$ cat config.mk
export PLATFORM = sky130hd
export DESIGN_NAME = pin_change_irq
export DESIGN_NICKNAME = d
export VERILOG_FILES = /design/src/rtl/pcn_pkg.sv /design/src/rtl/pcn_sync.sv /design/src/rtl/pcn_edge.sv /design/src/rtl/pcn_regs.sv /design/src/rtl/pin_change_irq.sv
export SDC_FILE = /design/constraint.sdc
export NUM_CORES = 1
export LEC_CHECK = 0
export BUFFER_PORTS_ARGS = -buffer_cell sky130_fd_sc_hd__buf_2
export CAP_MARGIN = 15
export CORE_MARGIN = 2
export CORE_UTILIZATION = 25
export DETAILED_ROUTE_END_ITERATION = 7
export GPL_TIMING_DRIVEN = 0
export HOLD_SLACK_MARGIN = 0.08
export PLACE_DENSITY = 0.42
export SYNTH_ARGS = -nofsm -noshare
export SYNTH_HDL_FRONTEND = slang
export SYNTH_SLANG_ARGS = --single-unit
$ cat constraint.sdc
create_clock -name clk -period 2.75 [get_ports clk]
set_clock_uncertainty 0.2 [all_clocks]
set_input_delay 0.275 -clock clk [delete_from_list [all_inputs] [get_ports clk]]
set_output_delay 0.275 -clock clk [all_outputs]
set_load 0.05 [all_outputs]
$ cat src/rtl/pcn_pkg.sv
package pcn_pkg;
  typedef enum logic [1:0] {
    SEL_CTRL = 2'd0,
    SEL_RISE = 2'd1,
    SEL_FALL = 2'd2,
    SEL_FLAG = 2'd3
  } reg_sel_e;
endpackage

$ cat src/rtl/pcn_sync.sv
module pcn_sync #(
  parameter int W      = 16,
  parameter int STAGES = 2
) (
  input  logic         clk,
  input  logic         rst,
  input  logic [W-1:0] d_i,
  output logic [W-1:0] q_o
);
  logic [W-1:0] chain [STAGES];

  genvar s;
  generate
    for (s = 0; s < STAGES; s++) begin : g_stage
      always_ff @(posedge clk) begin
        if (rst) chain[s] <= '0;
        else if (s == 0) chain[s] <= d_i;
        else chain[s] <= chain[(s == 0) ? 0 : s - 1];
      end
    end
  endgenerate

  assign q_o = chain[STAGES-1];
endmodule

$ cat src/rtl/pcn_edge.sv
module pcn_edge #(
  parameter int W = 16
) (
  input  logic         clk,
  input  logic         rst,
  input  logic         arm_i,
  input  logic [W-1:0] sync_i,
  input  logic [W-1:0] rise_sel_i,
  input  logic [W-1:0] fall_sel_i,
  output logic [W-1:0] evt_o
);
  // Previous sample follows the input even while disarmed, so arming
  // compares against a fresh value and reports no stale transition.
  logic [W-1:0] prev_q;

  always_ff @(posedge clk) begin
    if (rst) prev_q <= '0;
    else     prev_q <= sync_i;
  end

  genvar i;
  generate
    for (i = 0; i < W; i++) begin : g_pin
      logic went_up, went_down;
      assign went_up   =  sync_i[i] & ~prev_q[i];
      assign went_down = ~sync_i[i] &  prev_q[i];
      assign evt_o[i]  = arm_i & ((went_up & rise_sel_i[i]) | (went_down & fall_sel_i[i]));
    end
  endgenerate
endmodule

$ cat src/rtl/pcn_regs.sv
module pcn_regs
  import pcn_pkg::*;
#(
  parameter int W      = 16,
  parameter int DATA_W = 16
) (
  input  logic              clk,
  input  logic              rst,
  input  logic              bus_we,
  input  logic              bus_re,
  input  logic [1:0]        bus_addr,
  input  logic [DATA_W-1:0] bus_wdata,
  input  logic [W-1:0]      evt_i,
  output logic              arm_o,
  output logic [W-1:0]      rise_o,
  output logic [W-1:0]      fall_o,
  output logic [W-1:0]      flag_o,
  output logic [DATA_W-1:0] rdata_o,
  output logic              irq_o
);
  logic              arm_q;
  logic [W-1:0]      rise_q, fall_q, flag_q, flag_d;
  logic [DATA_W-1:0] rdata_q, rd_mux;
  logic              flag_wr;

  function automatic logic [DATA_W-1:0] widen(input logic [W-1:0] v);
    logic [DATA_W-1:0] t;
    t = '0;
    t[W-1:0] = v;
    return t;
  endfunction

  assign flag_wr = bus_we && (reg_sel_e'(bus_addr) == SEL_FLAG);

  // Written zeros clear; new events win over a clear in the same cycle.
  always_comb begin
    flag_d = flag_q;
    if (flag_wr) flag_d = flag_q & bus_wdata[W-1:0];
    flag_d = flag_d | evt_i;
  end

  always_comb begin
    rd_mux = '0;
    unique case (reg_sel_e'(bus_addr))
      SEL_CTRL: rd_mux[0] = arm_q;
      SEL_RISE: rd_mux = widen(rise_q);
      SEL_FALL: rd_mux = widen(fall_q);
      SEL_FLAG: rd_mux = widen(flag_q);
      default:  rd_mux = '0;
    endcase
  end

  always_ff @(posedge clk) begin
    if (rst) begin
      arm_q   <= 1'b0;
      rise_q  <= '0;
      fall_q  <= '0;
      flag_q  <= '0;
      rdata_q <= '0;
      irq_o   <= 1'b0;
    end else begin
      flag_q <= flag_d;
      irq_o  <= |flag_q;
      if (bus_we) begin
        unique case (reg_sel_e'(bus_addr))
          SEL_CTRL: arm_q  <= bus_wdata[0];
          SEL_RISE: rise_q <= bus_wdata[W-1:0];
          SEL_FALL: fall_q <= bus_wdata[W-1:0];
          default:  ;
        endcase
      end
      if (bus_re) rdata_q <= rd_mux;
    end
  end

  assign arm_o   = arm_q;
  assign rise_o  = rise_q;
  assign fall_o  = fall_q;
  assign flag_o  = flag_q;
  assign rdata_o = rdata_q;
endmodule

$ cat src/rtl/pin_change_irq.sv
module pin_change_irq #(
  parameter int N_PINS      = 16,
  parameter int DATA_W      = 16,
  parameter int SYNC_STAGES = 2
) (
  input  logic              clk,
  input  logic              rst,
  input  logic [N_PINS-1:0] pin_i,
  input  logic              bus_we,
  input  logic              bus_re,
  input  logic [1:0]        bus_addr,
  input  logic [DATA_W-1:0] bus_wdata,
  output logic [DATA_W-1:0] bus_rdata,
  output logic              irq
);
  logic [N_PINS-1:0] pin_sync, evt, rise_q, fall_q, flag_q;
  logic              arm_q;

  pcn_sync #(.W(N_PINS), .STAGES(SYNC_STAGES)) u_sync (
    .clk(clk), .rst(rst), .d_i(pin_i), .q_o(pin_sync)
  );

  pcn_edge #(.W(N_PINS)) u_edge (
    .clk(clk), .rst(rst), .arm_i(arm_q), .sync_i(pin_sync),
    .rise_sel_i(rise_q), .fall_sel_i(fall_q), .evt_o(evt)
  );

  pcn_regs #(.W(N_PINS), .DATA_W(DATA_W)) u_regs (
    .clk(clk), .rst(rst), .bus_we(bus_we), .bus_re(bus_re),
    .bus_addr(bus_addr), .bus_wdata(bus_wdata), .evt_i(evt),
    .arm_o(arm_q), .rise_o(rise_q), .fall_o(fall_q), .flag_o(flag_q),
    .rdata_o(bus_rdata), .irq_o(irq)
  );
endmodule

== Yosys cells after proc, flatten, opt, wreduce, memory -nomap -nowiden ==
Memories as Yosys holds them, arrays and structs flattened.
Index checks and enable logic that the tools add are counted.
Word-level totals
  RAM bits: 32
  register bits: 82
  memories: 1
  bits of input ports: 38
  output and inout bits: 17
  logic and storage cells: 157
Memories
  u_sync.chain: words 2, width 16, rd ports 2, clocked after memory_dff 0, write ports 2, RTL line pcn_sync.sv:10  | logic [W-1:0] chain [STAGES];
Cells by class
  mux-type cells: 8
  reduce and logical (&&, ||, !) cells: 6
  bitwise gates (word level): 132
  equal/unequal tests: 3
Operator list (count)
  1-bit AND: 80
  16-bit two-way mux: 3
  15-bit case mux with 3 select lines: 1
  1-bit NOT: 32
  1-bit bitwise OR: 18
  16-bit AND: 1
  16-bit bitwise OR: 1
  16-bit OR reduction: 1
  2-bit AND reduction: 3
  2-bit == test (second input constant): 2
  1-bit case mux with 4 select lines: 1
  1-bit two-way mux: 3
  2-bit by 1-bit == test with 1-bit output (second input constant): 1
  2-bit zero test: 1
  1-bit logical AND: 1

== Longest topological paths before layout ==
Gate-level depths: netlist (run 1).
  depth in word-level cells: 6
  gate-level depth with buffers: 5
  gate-level depth less buffers: 3

== Cells and area by module ==
Synthesis (run 1) repeated with hierarchy kept, for this count alone.
Second synthesis, totals
  cell total of the unflattened synthesis: 475
  area total of the unflattened synthesis: 4352.9 µm²
Modules (own cells, without submodules)
  pcn_regs: times used 1, sequential area each 1321.3 µm², area an instance 2690.1 µm², cells an instance 324
  pcn_sync: times used 1, sequential area each 640.6 µm², area an instance 863.3 µm², cells an instance 67
  pcn_edge: times used 1, sequential area each 320.3 µm², area an instance 799.5 µm², cells an instance 84

== Worst setup path before layout (run 1) ==
No wires, ideal clock.
  kind: input to register
  start: in bus_addr[0]
  end: reg u_regs.fall_q[3], in the netlist u_regs.fall_o[3]
  setup time: 132 ps
  path slack: 1441 ps
  path buffers: 2
  data arrival time: 977 ps
  data required time: 2418 ps
  stages: 5
  path through: buf_4 nand3b_2 buf_4 nand2_1 a21oi_1
On the way
  cells in the longest elaborated chain, start to end: 2
RTL lines
  start: declaration: RTL line pin_change_irq.sv:11  | input logic [1:0] bus_addr,
  2-bit == test: RTL line pcn_regs.sv:65  | unique case (reg_sel_e'(bus_addr))
  2-bit AND reduction (no source line)
  end signal: assignment: RTL line pcn_regs.sv:68  | SEL_FALL: fall_q <= bus_wdata[W-1:0];
  end: declaration: RTL line pcn_regs.sv:22  | logic [W-1:0] rise_q, fall_q, flag_q, flag_d;
Every way passes these cells.
A chain may end at the register's enable or synchronous reset.

== Worst setup path after layout (run 1) ==
  start: in rst
  end: reg u_regs.arm_q, in the netlist u_regs.arm_o
RTL lines
  start: declaration: RTL line pin_change_irq.sv:7  | input logic rst,
  end signal: assignment: RTL line pcn_regs.sv:66  | SEL_CTRL: arm_q <= bus_wdata[0];
  end: declaration: RTL line pcn_regs.sv:21  | logic arm_q;
No word-level cell between the ends.

==> impl_metrics.env, run 1 <==
export IMPL_status="finished clean"
export IMPL_avgSynthCellArea_um2=9.33
export IMPL_drive_gt1_share_pct=19.3
export IMPL_r2r_start="u_regs.arm_o$_SDFFE_PP0P_"
export IMPL_worst_path_max_delay_cell="dlygate4sd3_1"
export IMPL_antenna_found_initial=0
export IMPL_final_nets=611
export IMPL_post_drt_wl_per_cell_um=14.2
export IMPL_fin_crit_ps=1690
export IMPL_r2r_cells=3
export IMPL_grt_pass1_wl_mm=18.3
export IMPL_numCtsBuffers=17
export IMPL_cp_required_ps=2830
export IMPL_yosys_top_cells_area="dfxtp_1 (53%), nand2_1 (8.3%), nor2b_1 (7.0%), and3b_1 (7.0%), a21oi_1 (5.6%)"
export IMPL_seq_area_frac_synth_pct=53.4
export IMPL_dp_cells=731
export IMPL_drv_slew=0
export IMPL_cts_sinks=114
export IMPL_globalplace_congestion=0.830
export IMPL_finalHoldViolCount=0
export IMPL_yosysMostFrequentCell="dfxtp_1"
export IMPL_syn_nets=496
export IMPL_grt_max_degree=17
export IMPL_start_kind="primary input"
export IMPL_drv_cap=0
export IMPL_fillers=1757
export IMPL_path_delay_family="buffers and inverters"
export IMPL_ys_async_sr_fraction_pct=0
export IMPL_core_region_area_um2=16600
export IMPL_arrival_ps=1760
export IMPL_root_buffer="clkbuf_16"
export IMPL_drc=0
export IMPL_yosysUniqueCellTypes=23
export IMPL_synth_fa_ha_area_share_pct=0
export IMPL_ant_nets=0
export IMPL_max_stage_delay_ps=580
export IMPL_synth_edf_count=0
export IMPL_die_h_um=135
export IMPL_synth_area_leader_cell="dfxtp_1"
export IMPL_numPortBuffers=53
export IMPL_worstPathCellList="dlygate4sd3_1 -> buf_2 -> clkbuf_1 -> nor2_1"
export IMPL_clkLatencyLatePin_ps=420
export IMPL_vdd_ir_drop_max_mv=0.451
export IMPL_dpl_cell_area_um2=4810
export IMPL_hpwl_mm=8.44
export IMPL_cts_buffer_depth=2
export IMPL_h_tree_depth=4
export IMPL_synth_simple_area_share_pct=25.7
export IMPL_slew_headroom_pct=57.8
export IMPL_antenna_cells=0
export IMPL_clk_pin_slew_ps=50
export IMPL_rows=47
export IMPL_worst_r2r_setup_slack_ps=1210
export IMPL_hold_class="primary input to flip-flop"
export IMPL_min_from="rst"
export IMPL_synth_top_family_by_area="simple AND/OR/NAND/NOR gates"
export IMPL_synth_seq_cells=114
export IMPL_synth_main_ff_cell="dfxtp_1"
export IMPL_initial_core_util_pct=25.7
export IMPL_setup_viol=0
export IMPL_dr_pass1_iters=4
export IMPL_max_freq_mhz=593
export IMPL_grt_ovfl_total=0
export IMPL_viasPerCell=4.21
export IMPL_p_leak_uw=0.00234
export IMPL_synthCells=458
export IMPL_min_to="u_sync.chain[1][0]$_SDFF_PP0_"
export IMPL_cts_repair_resized=0
export IMPL_worstSetupEndpointType="flip-flop"
export IMPL_power_per_cell_area_nw_per_um2=699
export IMPL_synthXorXnorAreaFrac_pct=0
export IMPL_synth_area_um2=4270
export IMPL_holdPathStages=2
export IMPL_yosysTopAreaCellShare_pct=53.4
export IMPL_fp_dieW_um=135
export IMPL_synth_compound_area_share_pct=12.6
export IMPL_routed_wirelength_mm=11.4
export IMPL_cts_tree="done"
export IMPL_final_cell_area_um2=5790
export IMPL_tns_ps=0
export IMPL_vias=3392
export IMPL_ios=55
export IMPL_muxShareOfSynthArea_pct=4.95
export IMPL_crit_type="primary input to flip-flop"
export IMPL_drt_initial_drc_count=131
export IMPL_yosys_warnings=0
export IMPL_grt_util_all_layers_pct=13.5
export IMPL_finalCritPeriodShare_pct=61.3
export IMPL_dieArea_um2=18200
export IMPL_worst_pin_slew_ps=633
export IMPL_grt_pass1_vias=3355
export IMPL_crit_path_max_fanout=10
export IMPL_finalNonFillerCells=805
export IMPL_area_delta_synth_final_pct=35.5
export IMPL_rr_endpoint="u_regs.flag_o[12]$_SDFF_PP0_"
export IMPL_worst_path_buf_inv=3
export IMPL_synth_commonest_cells="dfxtp_1 (114), nand2_1 (94), a21oi_1 (48), nor2b_1 (48), and3b_1 (34)"
export IMPL_rsz0062_at_grt="false"
[cell usage in the layout, fill, tap and decap left out, drive strengths merged]
cell type      n
a21oi         48
nor4           4
a41oi          1
nand2         94
mux2          15
mux4           1
buf           66
mux2i          2
nand3          1
clkbuf        41
and3b         34
nor3b          1
and2b          1
dfxtp        114
nand3b         2
clkinv         5
nor2b         48
dlygate4sd3   43
nor2          17
o21ai         32
a311oi        15
[worst register-to-register path, delay by kind of cell, from the launching register on]
kind | cells | cell delay, ps
compound gates | 2 | 340
buf+inv | 1 | 410
flops | 1 | 510
[power breakdown]
| group | total, µW | internal (µW) | switching [µW] |
|---|---|---|---|
| logic | 299 | 130 | 169 |
| clock network | 2000 | 1280 | 726 |
| registers | 1740 | 1710 | 32.5 |
| total | 4050 | 3120 | 927 |
[final cells by class]
class / count / area [µm²] / area share, %
clock inverters: 5 / 25.0 / 0.432
plain buffers: 28 / 143 / 2.46
clock buffers: 26 / 519 / 8.97
repair buffers: 96 / 696 / 12.0
flip-flops and latches: 114 / 2280 / 39.4
multi-input cells: 316 / 1850 / 31.9
well taps: 220 / 275 / 4.75
[registers in the layout, summed over array words and instances (netlist names)]
register,count
u_edge.prev_q,16
u_regs.arm_o,1
u_regs.fall_o,16
u_regs.flag_o,16
u_regs.irq_o,1
u_regs.rdata_o,16
u_regs.rise_o,16
u_sync.chain,32
[worst max-delay path by stage]
stage,from,end,cells past startpoint,slack [ps]
floorplan,bus_addr[0],u_regs.fall_o[3]$_SDFFE_PP0P_,5,1440
global placement,bus_addr[0],u_regs.flag_o[9]$_SDFF_PP0_,6,970
detailed placement,bus_addr[0],u_regs.flag_o[5]$_SDFF_PP0_,6,980
CTS,rst,u_regs.arm_o$_SDFFE_PP0P_,4,1110
global route,u_regs.arm_o$_SDFFE_PP0P_,u_regs.flag_o[9]$_SDFF_PP0_,3,980
finish,rst,u_regs.arm_o$_SDFFE_PP0P_,4,1060
[cells by family after synthesis]
| family | count (synthesis) |
|---|---|
| AOI/OAI and AO/OA | 96 |
| buffers and inverters | 28 |
| DFF | 114 |
| muxes | 18 |
| and+or+nand+nor | 202 |
[per-layer routing]
layer  share of wire, %  track usage (%)  up-vias
met4                2.2             6.26        0
li1                   -                -     1791
met2                 43             19.7       75
met1                 49             18.1     1505
met5                  0                0        -
met3                5.5             4.24       21
[metrics by stage]
stage | hold WS (ps) | total power [µW] | setup slack (ps) | util [%]
2_1_floorplan | 203 | 1930 | 1440 | -
3_3_place_gp | 226 | 2030 | 971 | 28.9
3_5_place_dp | 222 | 2030 | 981 | 28.9
4_1_cts | 81.5 | 4090 | 1110 | 34.8
5_1_grt | 99.8 | 4200 | 983 | 34.8
6_report | 78.8 | 4050 | 1060 | 34.8
[what timing repair did]
| action | 4_1_cts | 5_1_grt |
|---|---|---|
| hold buffers | 43 | 0 |
| endpoints found under the hold margin | 85 | 0 |
| setup buffers | 0 | 0 |
No activity file was read; power rests on OpenSTA's default activity.
==> inputs of run 2 (changes only) <==
--- a/config.mk
+++ b/config.mk
@@ -5,6 +5,7 @@
 export SDC_FILE = /design/constraint.sdc
 export NUM_CORES = 1
 export LEC_CHECK = 0
+export ABC_AREA = 1
 export BUFFER_PORTS_ARGS = -buffer_cell sky130_fd_sc_hd__buf_2
 export CAP_MARGIN = 15
 export CORE_MARGIN = 2
@@ -12,7 +13,7 @@
 export DETAILED_ROUTE_END_ITERATION = 7
 export GPL_TIMING_DRIVEN = 0
 export HOLD_SLACK_MARGIN = 0.08
-export PLACE_DENSITY = 0.42
+export PLACE_DENSITY = 0.43
 export SYNTH_ARGS = -nofsm -noshare
 export SYNTH_HDL_FRONTEND = slang
 export SYNTH_SLANG_ARGS = --single-unit
==> constraint.sdc (replaced) <==
create_clock -name clk -period 1.39 [get_ports clk]
set_clock_uncertainty 0.2 [all_clocks]
set_input_delay 0.139 -clock clk [delete_from_list [all_inputs] [get_ports clk]]
set_output_delay 0.139 -clock clk [all_outputs]
set_load 0.05 [all_outputs]
==> run 2 against run 1 <==
Via count rose by 20%; clock power rose by 140%; wire length rose by 18%; worst setup slack got worse by 1000 ps; critical path depth fell by 3; first-iteration DRC count rose by 100%; hold slack got worse by 21 ps; sequential power rose by 98%; area after synthesis rose by 5.7%; total power rose by 120%; critical endpoint is now bus_rdata[12]; largest cell class unchanged.
==> impl_metrics.env, run 2 <==
export IMPL_status="finished clean"
export IMPL_grt_pass1_wl_mm=21.1
export IMPL_layout_commonest_cell="dfxtp_1"
export IMPL_rows=49
export IMPL_dp_cells=857
export IMPL_worstPathCellList="buf_2"
export IMPL_yosys_warnings=0
export IMPL_antenna_found_initial=0
export IMPL_drv_cap=0
export IMPL_final_nets=729
export IMPL_final_cell_mix="dfxtp_1 (114), nand2_1 (99), nand3_1 (80)"
export IMPL_cts_tree="done"
export IMPL_seq_area_frac_synth_pct=50.5
export IMPL_max_freq_mhz=740
export IMPL_root_buffer="clkbuf_16"
export IMPL_slew_headroom_pct=38.9
export IMPL_syn_nets=616
export IMPL_h_tree_depth=4
export IMPL_vias=4084
export IMPL_numCtsBuffers=17
export IMPL_synth_seq_cells=114
export IMPL_fp_dieW_um=138
export IMPL_area_delta_synth_final_pct=36.5
export IMPL_synth_area_um2=4520
export IMPL_hold_class="primary input to flip-flop"
export IMPL_drc=0
export IMPL_yosysMostFrequentCell="dfxtp_1"
export IMPL_r2r_cells=4
export IMPL_clkLatencyLatePin_ps=420
export IMPL_dr_pass1_iters=5
export IMPL_crit_path_max_fanout=2
export IMPL_worst_path_max_delay_cell="dfxtp_1"
export IMPL_grt_util_all_layers_pct=14.3
export IMPL_vdd_ir_drop_max_mv=0.909
export IMPL_cp_required_ps=1050
export IMPL_cts_buffer_depth=2
export IMPL_synth_main_ff_cell="dfxtp_1"
export IMPL_yosysUniqueCellTypes=23
export IMPL_path_delay_family="flip-flops"
export IMPL_post_drt_wl_per_cell_um=14.5
export IMPL_synthCells=578
export IMPL_arrival_ps=1010
export IMPL_initial_core_util_pct=25.3
export IMPL_fillers=1886
export IMPL_synth_commonest_cells="dfxtp_1 (114), nand2_1 (99), nand3_1 (80), nor2_1 (76), inv_1 (64)"
export IMPL_antenna_cells=0
export IMPL_finalNonFillerCells=933
export IMPL_routed_wirelength_mm=13.5
export IMPL_max_stage_delay_ps=330
export IMPL_globalplace_congestion=0.782
export IMPL_final_cell_area_um2=6170
export IMPL_grt_ovfl_total=0
export IMPL_numPortBuffers=50
export IMPL_start_kind="flip-flop"
export IMPL_drt_initial_drc_count=262
export IMPL_min_to="u_regs.rdata_o[1]$_SDFFE_PP0P_"
export IMPL_ios=55
export IMPL_grt_max_degree=19
export IMPL_regMostFlops="u_sync.chain"
export IMPL_synth_edf_count=0
export IMPL_drive_gt1_share_pct=18.8
export IMPL_grt_pass1_vias=3899
export IMPL_worst_path_buf_inv=1
export IMPL_core_region_area_um2=17800
export IMPL_finalCritPeriodShare_pct=97.2
export IMPL_yosysTopAreaCellShare_pct=50.5
export IMPL_worst_pin_slew_ps=917
export IMPL_drv_slew=0
export IMPL_rr_endpoint="u_regs.irq_o$_SDFF_PP0_"
export IMPL_worstSetupEndpointType="primary output"
export IMPL_dpl_cell_area_um2=5050
export IMPL_r2r_start="u_regs.flag_o[0]$_SDFF_PP0_"
export IMPL_dieArea_um2=19200
export IMPL_ys_async_sr_fraction_pct=0
export IMPL_pre_cts_slack_ps=-283
export IMPL_fin_crit_ps=1350
export IMPL_viasPerCell=4.38
export IMPL_p_leak_uw=0.00258
export IMPL_power_per_cell_area_nw_per_um2=1440
export IMPL_crit_type="flip-flop to primary output"
export IMPL_yosys_top_cells_area="dfxtp_1 (51%), nand3_1 (8.9%), nand2_1 (8.2%), nor2_1 (6.3%), a21oi_1 (5.4%)"
export IMPL_hpwl_mm=9.43
export IMPL_cts_sinks=114
export IMPL_finalHoldViolCount=0
export IMPL_holdPathStages=5
export IMPL_die_h_um=138
export IMPL_rsz0062_at_grt="false"
export IMPL_whs_ps=58.3
export IMPL_clk_pin_slew_ps=50
export IMPL_avgSynthCellArea_um2=7.82
export IMPL_worst_slack_ps=39.2
export IMPL_worst_r2r_setup_slack_ps=150
export IMPL_ant_nets=0
export IMPL_synth_area_leader_cell="dfxtp_1"
export IMPL_min_from="bus_addr[0]"
export IMPL_setup_viol=0
export IMPL_largest_reg_flops=32
[run 2: cells by family (layout without fill, tap and decap cells)]
family	after synthesis	in the layout	share of synthesized area, %
AO/OA/AOI/OAI	98	98	13.6
buffers and inverters	103	229	10.7
flip-flops	114	114	50.5
AND/OR/NAND/NOR	263	263	25.2
[run 2: metal layers]
layer / GRT usage (%) / wire length [µm]
met3: 3.19 / 675
met2: 23.6 / 6400
met1: 18.1 / 6150
met5: 0 / 0
met4: 6.02 / 270
[run 2: layout make-up]
class	count	area [µm²]	area share, %
inverters	68	265	4.30
repair buffers	95	713	11.6
flip-flops and latches	114	2280	37.0
well taps	229	287	4.65
clock inverters	14	210	3.41
clock buffers	18	439	7.12
multi-input cells	361	1750	28.4
plain buffers	34	216	3.51
[run 2: repair_timing]
item,CTS,global route
gates resized for setup,0,6
hold buffers,41,4
setup endpoints to repair,10,15
hold endpoints to repair,81,4
setup buffers,0,0
[run 2: worst max path at each step]
stage	depth (start not counted)	end	slack [ps]	start
2_1_floorplan	4	u_regs.flag_o[10]$_SDFF_PP0_	170	u_regs.arm_o$_SDFFE_PP0P_
3_3_place_gp	4	u_regs.flag_o[6]$_SDFF_PP0_	-290	u_regs.arm_o$_SDFFE_PP0P_
3_5_place_dp	4	u_regs.flag_o[10]$_SDFF_PP0_	-280	u_regs.arm_o$_SDFFE_PP0P_
4_1_cts	1	bus_rdata[10]	2	u_regs.rdata_o[10]$_SDFFE_PP0P_
5_1_grt	1	bus_rdata[0]	1	u_regs.rdata_o[0]$_SDFFE_PP0P_
6_report	1	bus_rdata[12]	40	u_regs.rdata_o[12]$_SDFFE_PP0P_
[run 2: worst min-delay path: stages]
cell     delay (ps)
buf_6           140
nand3_1          90
nand3_1         100
nand2_1          80
a21oi_1          60
[run 2: power breakdown]
group | switching (µW) | internal [µW] | total, µW
registers | 55.9 | 3380 | 3440
clock network | 1570 | 3220 | 4790
logic | 401 | 264 | 665
total | 2030 | 6860 | 8890
[run 2: stage by stage]
| stage | TNS [ps] | util (%) | total power [µW] |
|---|---|---|---|
| 5_1_grt | 0 | 34.6 | 9210 |
| 6_report | 0 | 34.6 | 8890 |
| 2_1_floorplan | 0 | - | 3850 |
| 3_5_place_dp | -5120 | 28.3 | 4080 |
| 3_3_place_gp | -4590 | 28.3 | 4070 |
| 4_1_cts | 0 | 34.3 | 8970 |
